**src/rtl/rts_pkg.sv**
```systemverilog
package rts_pkg;

    localparam int BANK_W = 2;
    localparam int COL_W  = 10;

    typedef enum logic [2:0] {
        CMD_NOP   = 3'd0,
        CMD_READ  = 3'd1,
        CMD_WRITE = 3'd2,
        CMD_BST   = 3'd3,
        CMD_PRE   = 3'd4
    } cmd_e;

    typedef enum logic [1:0] {
        END_FULL  = 2'd0,
        END_CHAIN = 2'd1,
        END_BST   = 2'd2,
        END_PRE   = 2'd3
    } end_e;

    typedef struct packed {
        cmd_e              code;
        logic [BANK_W-1:0] bank;
        logic [COL_W-1:0]  col;
        logic              ap;
    } bus_t;

    // true when the scheduler itself issues the cutting command
    function automatic logic self_cut(end_e m);
        return (m == END_BST) || (m == END_PRE);
    endfunction

endpackage

```
**src/rtl/rts_check.sv**
```systemverilog
module rts_check
    import rts_pkg::*;
#(
    parameter int HALF = 4,
    parameter int PW   = 3
) (
    input  logic          is_write,
    input  logic          ap,
    input  end_e          mode,
    input  logic [PW-1:0] pairs,
    output logic          bad
);
    logic pairs_bad;
    logic ap_bad;

    always_comb begin
        pairs_bad = (pairs == '0) || (int'(pairs) > HALF);
        ap_bad    = ap && (mode != END_FULL);
        bad       = !is_write && (pairs_bad || ap_bad);
    end
endmodule

```
**src/rtl/rts_track.sv**
```systemverilog
module rts_track
    import rts_pkg::*;
#(
    parameter int HALF = 4,
    parameter int CL   = 3,
    parameter int PW   = 3,
    parameter int CW   = 3
) (
    input  logic              clk,
    input  logic              rst,
    input  logic              rd_go,
    input  logic [PW-1:0]     rd_pairs,
    input  end_e              rd_mode,
    input  logic              rd_ap,
    input  logic [BANK_W-1:0] rd_bank,
    output logic              fire,
    output bus_t              fire_cmd,
    output logic              read_ok,
    output logic              write_ok,
    output logic [CW-1:0]     cnt_o,
    output logic [PW-1:0]     x_o,
    output end_e              mode_o,
    output logic              ap_o,
    output logic [BANK_W-1:0] bank_o
);
    localparam int SAT = HALF + CL;

    logic [CW-1:0]     cnt;
    logic [PW-1:0]     x;
    end_e              mode;
    logic              ap;
    logic              cut_done;
    logic [BANK_W-1:0] bank;
    int                eff;

    always_comb begin
        eff      = self_cut(mode) ? int'(x) : HALF;
        fire     = self_cut(mode) && !cut_done && (int'(cnt) == int'(x) - 1);
        write_ok = int'(cnt) >= eff + CL - 1;
        unique case (mode)
            END_FULL:  read_ok = !ap || (int'(cnt) >= HALF - 1);
            END_CHAIN: read_ok = int'(cnt) >= int'(x) - 1;
            default:   read_ok = cut_done;
        endcase
        fire_cmd.code = (mode == END_PRE) ? CMD_PRE : CMD_BST;
        fire_cmd.bank = bank;
        fire_cmd.col  = '0;
        fire_cmd.ap   = 1'b0;
    end

    always_ff @(posedge clk) begin
        if (rst) begin
            cnt      <= CW'(SAT);
            x        <= PW'(HALF);
            mode     <= END_FULL;
            ap       <= 1'b0;
            cut_done <= 1'b1;
            bank     <= '0;
        end else if (rd_go) begin
            cnt      <= '0;
            x        <= rd_pairs;
            mode     <= rd_mode;
            ap       <= rd_ap;
            bank     <= rd_bank;
            cut_done <= !self_cut(rd_mode);
        end else begin
            if (int'(cnt) < SAT) cnt <= cnt + 1'b1;
            if (fire) cut_done <= 1'b1;
        end
    end

    assign cnt_o  = cnt;
    assign x_o    = x;
    assign mode_o = mode;
    assign ap_o   = ap;
    assign bank_o = bank;

    AST_CUT_ONCE: assert property (@(posedge clk) disable iff (rst)
        fire |=> !fire) else $error("cut fired twice");
endmodule

```
**src/rtl/rts_drive.sv**
```systemverilog
module rts_drive
    import rts_pkg::*;
(
    input  logic clk,
    input  logic rst,
    input  logic load,
    input  bus_t nxt,
    input  logic err_in,
    output bus_t bus_q,
    output logic err_q
);
    always_ff @(posedge clk) begin
        if (rst) begin
            bus_q.code <= CMD_NOP;
            bus_q.bank <= '0;
            bus_q.col  <= '0;
            bus_q.ap   <= 1'b0;
            err_q      <= 1'b0;
        end else begin
            err_q <= err_in;
            if (load) begin
                bus_q <= nxt;
            end else begin
                bus_q.code <= CMD_NOP;
                bus_q.bank <= '0;
                bus_q.col  <= '0;
                bus_q.ap   <= 1'b0;
            end
        end
    end

    AST_IDLE_NOP: assert property (@(posedge clk) disable iff (rst)
        $past(!load) |-> bus_q.code == CMD_NOP) else $error("idle slot");
endmodule

```
**src/rtl/rd_trunc_sched.sv**
```systemverilog
module rd_trunc_sched
    import rts_pkg::*;
#(
    parameter  int BL   = 8,
    parameter  int CL   = 3,
    localparam int HALF = BL / 2,
    localparam int PW   = $clog2(HALF) + 1
) (
    input  logic              clk,
    input  logic              rst,
    input  logic              req_valid,
    output logic              req_ready,
    input  logic              req_write,
    input  logic [BANK_W-1:0] req_bank,
    input  logic [COL_W-1:0]  req_col,
    input  logic              req_ap,
    input  logic [PW-1:0]     req_pairs,
    input  logic [1:0]        req_mode,
    output logic [2:0]        cmd_code,
    output logic [BANK_W-1:0] cmd_bank,
    output logic [COL_W-1:0]  cmd_col,
    output logic              cmd_ap,
    output logic              err
);
    localparam int CW = $clog2(HALF + CL + 1);

    end_e              mode_in;
    logic              bad;
    logic              fire;
    bus_t              fire_cmd;
    logic              read_ok;
    logic              write_ok;
    logic              accept;
    logic              issue;
    logic              rd_go;
    bus_t              nxt;
    bus_t              bus_q;
    logic [CW-1:0]     trk_cnt;
    logic [PW-1:0]     trk_x;
    end_e              trk_mode;
    logic              trk_ap;
    logic [BANK_W-1:0] trk_bank;

    assign mode_in = end_e'(req_mode);

    rts_check #(.HALF(HALF), .PW(PW)) u_check (
        .is_write (req_write),
        .ap       (req_ap),
        .mode     (mode_in),
        .pairs    (req_pairs),
        .bad      (bad)
    );

    rts_track #(.HALF(HALF), .CL(CL), .PW(PW), .CW(CW)) u_track (
        .clk      (clk),
        .rst      (rst),
        .rd_go    (rd_go),
        .rd_pairs (req_pairs),
        .rd_mode  (mode_in),
        .rd_ap    (req_ap),
        .rd_bank  (req_bank),
        .fire     (fire),
        .fire_cmd (fire_cmd),
        .read_ok  (read_ok),
        .write_ok (write_ok),
        .cnt_o    (trk_cnt),
        .x_o      (trk_x),
        .mode_o   (trk_mode),
        .ap_o     (trk_ap),
        .bank_o   (trk_bank)
    );

    always_comb begin
        req_ready = !fire && (bad || (req_write ? write_ok : read_ok));
        accept    = req_valid && req_ready;
        issue     = accept && !bad;
        rd_go     = issue && !req_write;
        if (fire) begin
            nxt = fire_cmd;
        end else begin
            nxt.code = req_write ? CMD_WRITE : CMD_READ;
            nxt.bank = req_bank;
            nxt.col  = req_col;
            nxt.ap   = req_ap;
        end
    end

    rts_drive u_drive (
        .clk    (clk),
        .rst    (rst),
        .load   (fire || issue),
        .nxt    (nxt),
        .err_in (accept && bad),
        .bus_q  (bus_q),
        .err_q  (err)
    );

    assign cmd_code = bus_q.code;
    assign cmd_bank = bus_q.bank;
    assign cmd_col  = bus_q.col;
    assign cmd_ap   = bus_q.ap;

    AST_BST_AT_X: assert property (@(posedge clk) disable iff (rst)
        cmd_code == CMD_BST |-> int'(trk_cnt) == int'(trk_x)) else $error("bst timing");
    AST_PRE_SAME_BANK: assert property (@(posedge clk) disable iff (rst)
        cmd_code == CMD_PRE |-> (cmd_bank == trk_bank) && (int'(trk_cnt) == int'(trk_x)))
        else $error("pre timing or bank");
    AST_WR_AFTER_DRAIN: assert property (@(posedge clk) disable iff (rst)
        cmd_code == CMD_WRITE |->
            int'(trk_cnt) >= (self_cut(trk_mode) ? int'(trk_x) : HALF) + CL)
        else $error("write too early");
    AST_NO_AP_CUT: assert property (@(posedge clk) disable iff (rst)
        (cmd_code == CMD_BST || cmd_code == CMD_PRE) |-> !trk_ap) else $error("ap cut");
    AST_ERR_SILENT: assert property (@(posedge clk) disable iff (rst)
        err |-> cmd_code == CMD_NOP) else $error("rejected request issued");
endmodule

```
**config.mk**
```make
export PLATFORM = sky130hd
export DESIGN_NAME = rd_trunc_sched
export DESIGN_NICKNAME = d
export VERILOG_FILES = /design/src/rtl/rts_pkg.sv /design/src/rtl/rts_check.sv /design/src/rtl/rts_track.sv /design/src/rtl/rts_drive.sv /design/src/rtl/rd_trunc_sched.sv
export SDC_FILE = /design/constraint.sdc
export NUM_CORES = 1
export LEC_CHECK = 0
export BUFFER_PORTS_ARGS = -buffer_cell sky130_fd_sc_hd__buf_2
export CORE_ASPECT_RATIO = 1.75
export CORE_UTILIZATION = 45
export CTS_CLUSTER_DIAMETER = 30
export DETAILED_ROUTE_END_ITERATION = 8
export PLACE_DENSITY_LB_ADDON = 0.05
export SLEW_MARGIN = 15
export SYNTH_ARGS = -nofsm -noshare
export SYNTH_HDL_FRONTEND = slang
export SYNTH_SLANG_ARGS = --single-unit
```
**constraint.sdc**
```tcl
create_clock -name clk -period 1.9 [get_ports clk]
set_input_delay 0.095 -clock clk [delete_from_list [all_inputs] [get_ports clk]]
set_output_delay 0.095 -clock clk [all_outputs]
set_load 0.03 [all_outputs]
```
# Word level (Yosys, flattened, before mapping)
# Index checks and enable logic that the tools add are counted.
# W data, S select, Z words.
# word_totals
out_inout_bits,18
input_bits,22
wordCells,66
ff_bits,29
# classes
eq_ne,6
n_lt_le_gt_ge,5
bitwise_logic,1
addsub,4
mux,10
n_reduce_logical,29
# op_table
operator,count
$ge A4 B32 Y1,2
$add A32 B3 Y32 const B,1
$eq A4 B32 Y1,1
$sub A32 B2 Y32 const B,1
$mux W16,1
$mux W3,4
$logic_and A1 B1 Y1,9
$eq A2 B2 Y1 const B,4
$logic_or A1 B1 Y1,7
$logic_not A1 Y1,6
$reduce_bool A2 Y1,3
$sub A3 B1 Y4 const B,1
$add A3 B1 Y3 const B,1
$ge A3 B2 Y1 const B,1
$gt A3 B3 Y1 const B,1
$logic_not A3 Y1,1
$lt A3 B3 Y1 const B,1
$mux W1,3
$reduce_or A3 Y1,1
$eq A2 B1 Y1 const B,1
$logic_not A2 Y1,1
$mux W2,1
$pmux W1 S2,1
$reduce_or A2 Y1,1
$not A1 Y1,1

# Depth between registers and ports, before layout
# Gate-level depths: netlist of run 1.
# logic_depth
ltp_word,14
ltp_mapped,10

# Cells and area by module
# From an unflattened synthesis of run 1, not the netlist that was laid out.
# hier_totals
hier_cells,161
hier_area_um2,1662.8
# by_module_without_submodules
module,area_each_um2,instances,cells_each,seq_area_each_um2
rts_track,834.6,1,94,240.2
rts_drive,508.0,1,36,340.3
rd_trunc_sched,297.8,1,27,0.0
rts_check,22.5,1,4,0.0

# Worst setup path before layout of run 1
# OpenSTA, ideal clock, no wires.
# synth_timing
path_type,register -> output
from,register u_track.x[0] (netlist: u_track.x_o[0])
to,output port req_ready
path_buffers,1
path_stages_with_launch,10
arrival_time_ns,2.171
slack_ns,-0.366
path_cell_list,dfxtp_1 > inv_1 > ha_1 > xnor2_1 > ha_1 > o21ai_0 > o211a_2 > o32a_2 > buf_6 > a21oi_1
# synth_between
elab_chain_len,7
word_cells_on_any_way,13
# synth_lines
element,line,text
"start, declared",rts_track.sv:29,logic [PW-1:0] x;
"start signal, assigned",rts_track.sv:54,x <= PW'(HALF);
"start signal, assigned",rts_track.sv:61,x <= rd_pairs;
$mux W3,rts_track.sv:37,eff = self_cut(mode) ? int'(x) : HALF;
$add A32 B3 Y32,rts_track.sv:39,write_ok = int'(cnt) >= eff + CL - 1;
$sub A32 B2 Y32,rts_track.sv:39,
$ge A4 B32 Y1,rts_track.sv:39,
$mux W1,rd_trunc_sched.sv:74,req_ready = !fire && (bad || (req_write ? write_ok : read_ok));
$logic_or A1 B1 Y1,rd_trunc_sched.sv:74,
$logic_and A1 B1 Y1 (*),rd_trunc_sched.sv:74,
"end, declared",rd_trunc_sched.sv:12,"output logic req_ready,"
# Mark *: on every way between the ends. The rest lies on a longest branch, timed or not.

# Worst setup path after layout of run 1
# Same ends and word-level chain as after synthesis.

==> results.json, run 1 <==
{
  "setup_viol": 28,
  "ir_drop_mv": 0.699,
  "grt_max_degree": 21,
  "highest_layer": "met4",
  "wire_per_inst_um": 14.0,
  "tightest_slew_ns": 0.434,
  "antenna_found_initial": 0,
  "ys.flop_type": "dfxtp_1",
  "drc": 0,
  "die_area_sq_mm": 0.00337,
  "p_leak_nw": 0.940,
  "worstPathCellList": "inv_2 > ha_4 > xnor2_2 > ha_1 > o21ai_1 > o211a_2 > o32a_4 > a21oi_4 > buf_6",
  "synth.area.top_cells": "dfxtp_1 (41%), ha_1 (8.9%), and2_1 (5.3%)",
  "fin_area_sq_mm": 0.00208,
  "synth_top_area_share_pct": 41.2,
  "syn_inst": 141,
  "yosys.area.top_type": "dfxtp_1",
  "first_pass_iters": 4,
  "syn_to_final_growth_pct": 47.8,
  "drt_wl_total_um": 3430,
  "powerDensity_mw_per_mm2": 1000,
  "die_w_um": 44.3,
  "violations": "setup timing",
  "synth_enable_flop_cells": 0,
  "worstSetupEndpointType": "output port",
  "fmax_mhz": 454,
  "final_antenna_net_count": 0,
  "place_congestion": 0.869,
  "cts_hold_buf": 0,
  "fin_crit_ns": 2.20,
  "numCtsBuffers": 5,
  "cp_max_fo": 3,
  "wl_met3_um": 162,
  "slowest_delay_ns": 0.36,
  "crit_type": "reg2out",
  "slew_violations": 0,
  "hold_ws_ns": 0.00986,
  "rsz0062_at_grt": "true",
  "skew_ns": 0.00425,
  "synth_cell_types": 43,
  "n_fill_cell": 226,
  "yosys_warnings": 0,
  "numPortBuffers": 39,
  "multi_input_area_sq_um": 941,
  "fin_ws_ns": -0.301,
  "seq_area_sq_um": 589,
  "arrival_ns": 2.11,
  "setup_tns_ns": -5.84,
  "grt_pass1_vias": 1323,
  "clock-sinks": 29,
  "initial_utilization_pct": 47.6,
  "grt_pass1_wl_um": 5870,
  "status": "finished, violations left",
  "grt_overflow": 0,
  "netlist_area_sq_mm": 0.00141,
  "final_cell_count_no_fill": 245,
  "final_hold_viol_count": 0,
  "cts_root_buffer": "clkbuf_8",
  "cts_tree": "built",
  "startpoint_type": "flop",
  "die_height_um": 76.1,
  "maxCapViolCount": 0,
  "dr_wl_met2_um": 2040,
  "num_io_pins": 40,
  "nets": 234,
  "synth-seq-cells": 29,
  "htree_levels": 2,
  "syn_avg_cell_area_sq_um": 10.0,
  "clk_latency_ns": 0.28,
  "synthArstFlopShare_pct": 0,
  "placed_area_sq_mm": 0.00180,
  "yosysSeqAreaShare_pct": 41.2,
  "drive_above_1_share_pct": 55.7,
  "period_share_pct": 116,
  "vias_per_cell": 5.16,
  "vias": 1265,
  "crit_slowest_cell": "dfxtp_2",
  "dp_cells": 230,
  "diodes": 0,
  "track_usage_pct": 23.5,
  "synth_nets": 173,
  "drt_iter0_drc": 36,
  "clk_pin_slew_ns": 0.06,
  "cts_buffer_depth": 2,
  "num_rows": 26,
  "critPathRequiredTime_ns": 1.80,
  "core_area_sq_mm": 0.00296,
  "relSlewSlack_pct": 71.1,
  "hold_path_class": "in2reg",
  "post-dp-hpwl_um": 2530,
  "wl_met1_um": 1150,
  "dp_slack_ns": -0.192
}
[worst max-delay path: cells and delay by family, from the launching register on]
family	cells	cell delay, ns
buffers and inverters	2	0.20
DFF	1	0.36
xor gates and xnor gates	1	0.12
adders and majority gates	2	0.44
AOI/OAI and AO/OA	4	0.69
[cell usage in the layout, fill, tap and decap left out, types with 3 or more instances in the layout]
cell type and count:
buf_4 16, nor2_1 5, a21oi_1 8, nand3_1 4, and2_4 3, buf_2 38, inv_1 5, nand3_2 3
and2_1 9, o21bai_1 3, buf_6 4, o21ai_2 6, clkbuf_8 6, nor3_2 3, o21ai_0 3, mux2i_1 3
dfxtp_1 26, ha_1 8
[what timing repair did]
item / CTS / global route
cloned: 1 / 0
setup endpoints to repair: 28 / 28
setup buffers: 6 / 2
resized for setup: 14 / 16
pin swaps: 18 / 12
[final timing paths]
check                                 startpoint                        endpoint  slack [ns]  depth (start not counted)
setup / recovery     u_track.x_o[0]$_SDFFE_PP0P_                       req_ready       -0.30                          9
hold / removal                        req_col[3]     u_drive.bus_q[4]$_SDFF_PP0_        0.01                          2
setup reg to reg     u_track.x_o[0]$_SDFFE_PP0P_   u_track.cut_done$_SDFFE_PP1P_       -0.26                         10
hold reg to reg   u_track.bank_o[1]$_SDFFE_PP0P_  u_track.bank_o[1]$_SDFFE_PP0P_        0.48                          2
[cells by family after synthesis]
group           share of synthesized area [%]
simple gates                             24.0
compound gates                           18.3
xor+xnor                                0.621
buf+inv                                  4.88
fa+ha+maj                                8.87
flops                                    41.2
mux                                      2.13
[layer usage]
layer	global-route usage, %	vias up
met2	43.5	38
li1	-	625
met5	0	-
met3	7.11	8
met4	11.2	0
met1	21.4	594
[synth_stat cells, drive strengths merged, types with 2 or more instances]
library cell  instances
dfxtp                29
and2                 13
o21ai                12
a21oi                11
ha                   10
nand3                 8
nor2                  8
inv                   7
nor3                  5
a31oi                 3
buf                   3
mux2i                 3
o21bai                3
and3                  2
nand2                 2
nand2b                2
nor3b                 2
or3                   2
[registers in the layout, summed over array words and instances, names as in the netlist]
name,cells
u_track.ap_o,1
u_drive.bus_q,16
u_track.cnt_o,3
u_track.x_o,3
u_track.bank_o,2
u_drive.err_q,1
u_track.cut_done,1
u_track.mode_o,2
[layout make-up]
class | count | area share (%)
Multi-Input combinational cell | 101 | 45.1
Sequential cell | 29 | 28.3
Inverter | 7 | 1.26
Timing Repair Buffer | 58 | 17.0
Clock buffer | 6 | 3.96
Tap cell | 42 | 2.52
Clock inverter | 2 | 1.80
[report_power, final]
part	internal (mW)	switching [mW]	total, mW
Clock	0.426	0.241	0.667
Combinational	0.340	0.368	0.708
Sequential	0.661	0.0585	0.719
[per-stage QoR]
| step | utilization (%) | total power [mW] |
|---|---|---|
| finish | 70.4 | 2.09 |
| floorplan | - | 1.14 |
| global placement | 60.9 | 1.33 |
| global route | 70.4 | 2.23 |
| CTS | 68.6 | 2.10 |
| detailed placement | 60.9 | 1.36 |
Note: power is estimated with default switching activity, not from simulation.
==> run 2: changes to the inputs <==
Settings changed: BUFFER_PORTS_ARGS -buffer_cell sky130_fd_sc_hd__buf_2 to unset, DONT_BUFFER_PORTS set to 1, PLACE_DENSITY set to 0.61, PLACE_DENSITY_LB_ADDON 0.05 to unset.
==> run 2 against run 1 <==
Against the previous run: the flow still finishes with violations (setup timing); core utilization rose by 3.0 points; die area stayed put; design area rose by 4.3%; global-route usage decreased by 0.91 points; final cell count down 7.8%; maximum frequency is 1.3% lower; register-to-register slack improved by 0.02 ns; critical endpoint unchanged; worst setup slack worse by 0.030 ns; clock power down 11%; clock-buffer cell count fell by 1; clock skew is 0.00088 ns higher; combinational power grew 6.6%.
==> results.json, run 2 (same netlist as run 1, synthesis figures left out) <==
{
  "status": "finished, violations left",
  "violations": "setup timing",
  "num_io_pins": 40,
  "nets": 216,
  "dp_cells": 190,
  "post-route-util_pct": 73.5,
  "cts_tree": "built",
  "placed_area_sq_mm": 0.00161,
  "slew_violations": 0,
  "final_antenna_net_count": 0,
  "drt_iter0_drc": 19,
  "die_height_um": 76.1,
  "clk_pin_slew_ns": 0.06,
  "p_leak_nw": 0.862,
  "grt_pass1_wl_um": 5710,
  "hold_path_class": "in2reg",
  "clock-sinks": 29,
  "final_cell_mix": "dfxtp_1 (26), dlygate4sd3_1 (20), buf_4 (11)",
  "period_share_pct": 117,
  "cp.depth": 9,
  "setup_viol": 28,
  "grt_pass1_vias": 1239,
  "core_area_sq_mm": 0.00296,
  "skew_ns": 0.00514,
  "syn_to_final_growth_pct": 54.2,
  "dp_slack_ns": -0.179,
  "drc": 0,
  "final_cell_count_no_fill": 226,
  "cp_max_fo": 3,
  "critPathRequiredTime_ns": 1.80,
  "vias_per_cell": 5.32,
  "place_congestion": 0.902,
  "grt_max_degree": 20,
  "die_area_sq_mm": 0.00337,
  "maxCapViolCount": 0,
  "hold_ws_ns": 0.0499,
  "num_rows": 26,
  "startpoint_type": "flop",
  "relSlewSlack_pct": 45.6,
  "crit_type": "reg2out",
  "final_hold_viol_count": 0,
  "tightest_slew_ns": 0.814,
  "worstPathCellList": "inv_2 > ha_4 > xnor2_1 > ha_1 > o21ai_1 > o211a_2 > o32a_4 > buf_6 > a21oi_4",
  "final_common_cell": "dfxtp_1",
  "vias": 1203,
  "crit_slowest_cell": "dfxtp_2",
  "r2r_slack_ns": -0.24,
  "worstSetupEndpointType": "output port",
  "initial_utilization_pct": 47.6,
  "ir_drop_mv": 0.970,
  "p_total_mw": 2.10,
  "fin_area_sq_mm": 0.00217,
  "timing.rr.end": "u_track.x_o[1]$_SDFFE_PP0P_",
  "post-dp-hpwl_um": 2240,
  "crit_family": "compound AO/OA/AOI/OAI gates",
  "first_pass_iters": 4,
  "clk_latency_ns": 0.27,
  "setup_tns_ns": -4.73,
  "endpoint": "req_ready",
  "htree_levels": 2,
  "antenna_found_initial": 0,
  "drive_above_1_share_pct": 43.5,
  "r2r-start": "u_track.x_o[0]$_SDFFE_PP0P_",
  "worstRegToRegCells": 11,
  "powerDensity_mw_per_mm2": 965,
  "slowest_delay_ns": 0.35,
  "drt_wl_total_um": 3400,
  "cts_buffer_depth": 2,
  "fin_crit_ns": 2.23,
  "cts_root_buffer": "clkbuf_8",
  "rsz0062_at_grt": "true",
  "wire_per_inst_um": 15.0,
  "cp.buffers_inverters": 2,
  "fin_ws_ns": -0.330,
  "numCtsBuffers": 5,
  "track_usage_pct": 22.6,
  "numPortBuffers": 0,
  "diodes": 0,
  "largest-register": "u_drive.bus_q",
  "fmax_mhz": 448,
  "largest_reg_flops": 16,
  "die_w_um": 44.3,
  "grt_overflow": 0,
  "arrival_ns": 2.14,
  "crit_start": "u_track.x_o[0]$_SDFFE_PP0P_"
}
==> run 2: how the worst min path moves through the flow <==
stage | start | end | slack [ns] | cells past startpoint
floorplan | req_valid | u_drive.err_q$_SDFF_PP0_ | 0.21 | 2
global placement | rst | u_track.mode_o[1]$_SDFFE_PP0P_ | 0.16 | 1
detailed placement | rst | u_track.mode_o[1]$_SDFFE_PP0P_ | 0.16 | 1
CTS | req_write | u_drive.bus_q[14]$_SDFF_PP0_ | 0.01 | 2
global route | req_write | u_drive.bus_q[14]$_SDFF_PP0_ | 0.06 | 2
finish | req_valid | u_drive.bus_q[12]$_SDFF_PP0_ | 0.05 | 2
==> run 2: power breakdown <==
part | switching, mW | internal, mW | leakage [nW]
logic | 0.342 | 0.413 | 0.570
clock network | 0.212 | 0.380 | 0.0540
registers | 0.0898 | 0.661 | 0.238
total | 0.643 | 1.45 | 0.862
==> run 2: metal layers <==
metal	GRT usage, %	vias to the layer above	routed length, um
li1	-	593	-
met1	23.6	568	1210
met2	39.6	35	2000
met3	6.16	7	127
met4	10.0	0	60
met5	0	-	0
==> run 2: layout make-up <==
| type | count | area, sq um |
|---|---|---|
| Multi-Input combinational cell | 101 | 997 |
| Inverter | 7 | 26.3 |
| Clock buffer | 5 | 68.8 |
| Clock inverter | 2 | 35.0 |
| Timing Repair Buffer | 40 | 405 |
| Fill cell | 190 | 786 |
| Tap cell | 42 | 52.6 |
| Sequential cell | 29 | 589 |
==> run 2: timing repair <==
| item | CTS | global route |
|---|---|---|
| buffers inserted | 6 | 2 |
| gates resized for setup | 16 | 24 |
| setup endpoints to repair | 28 | 28 |
| gates cloned | 1 | 0 |
| hold endpoints to repair | 29 | 0 |
| hold buffers | 20 | 0 |
| pin swaps | 17 | 20 |
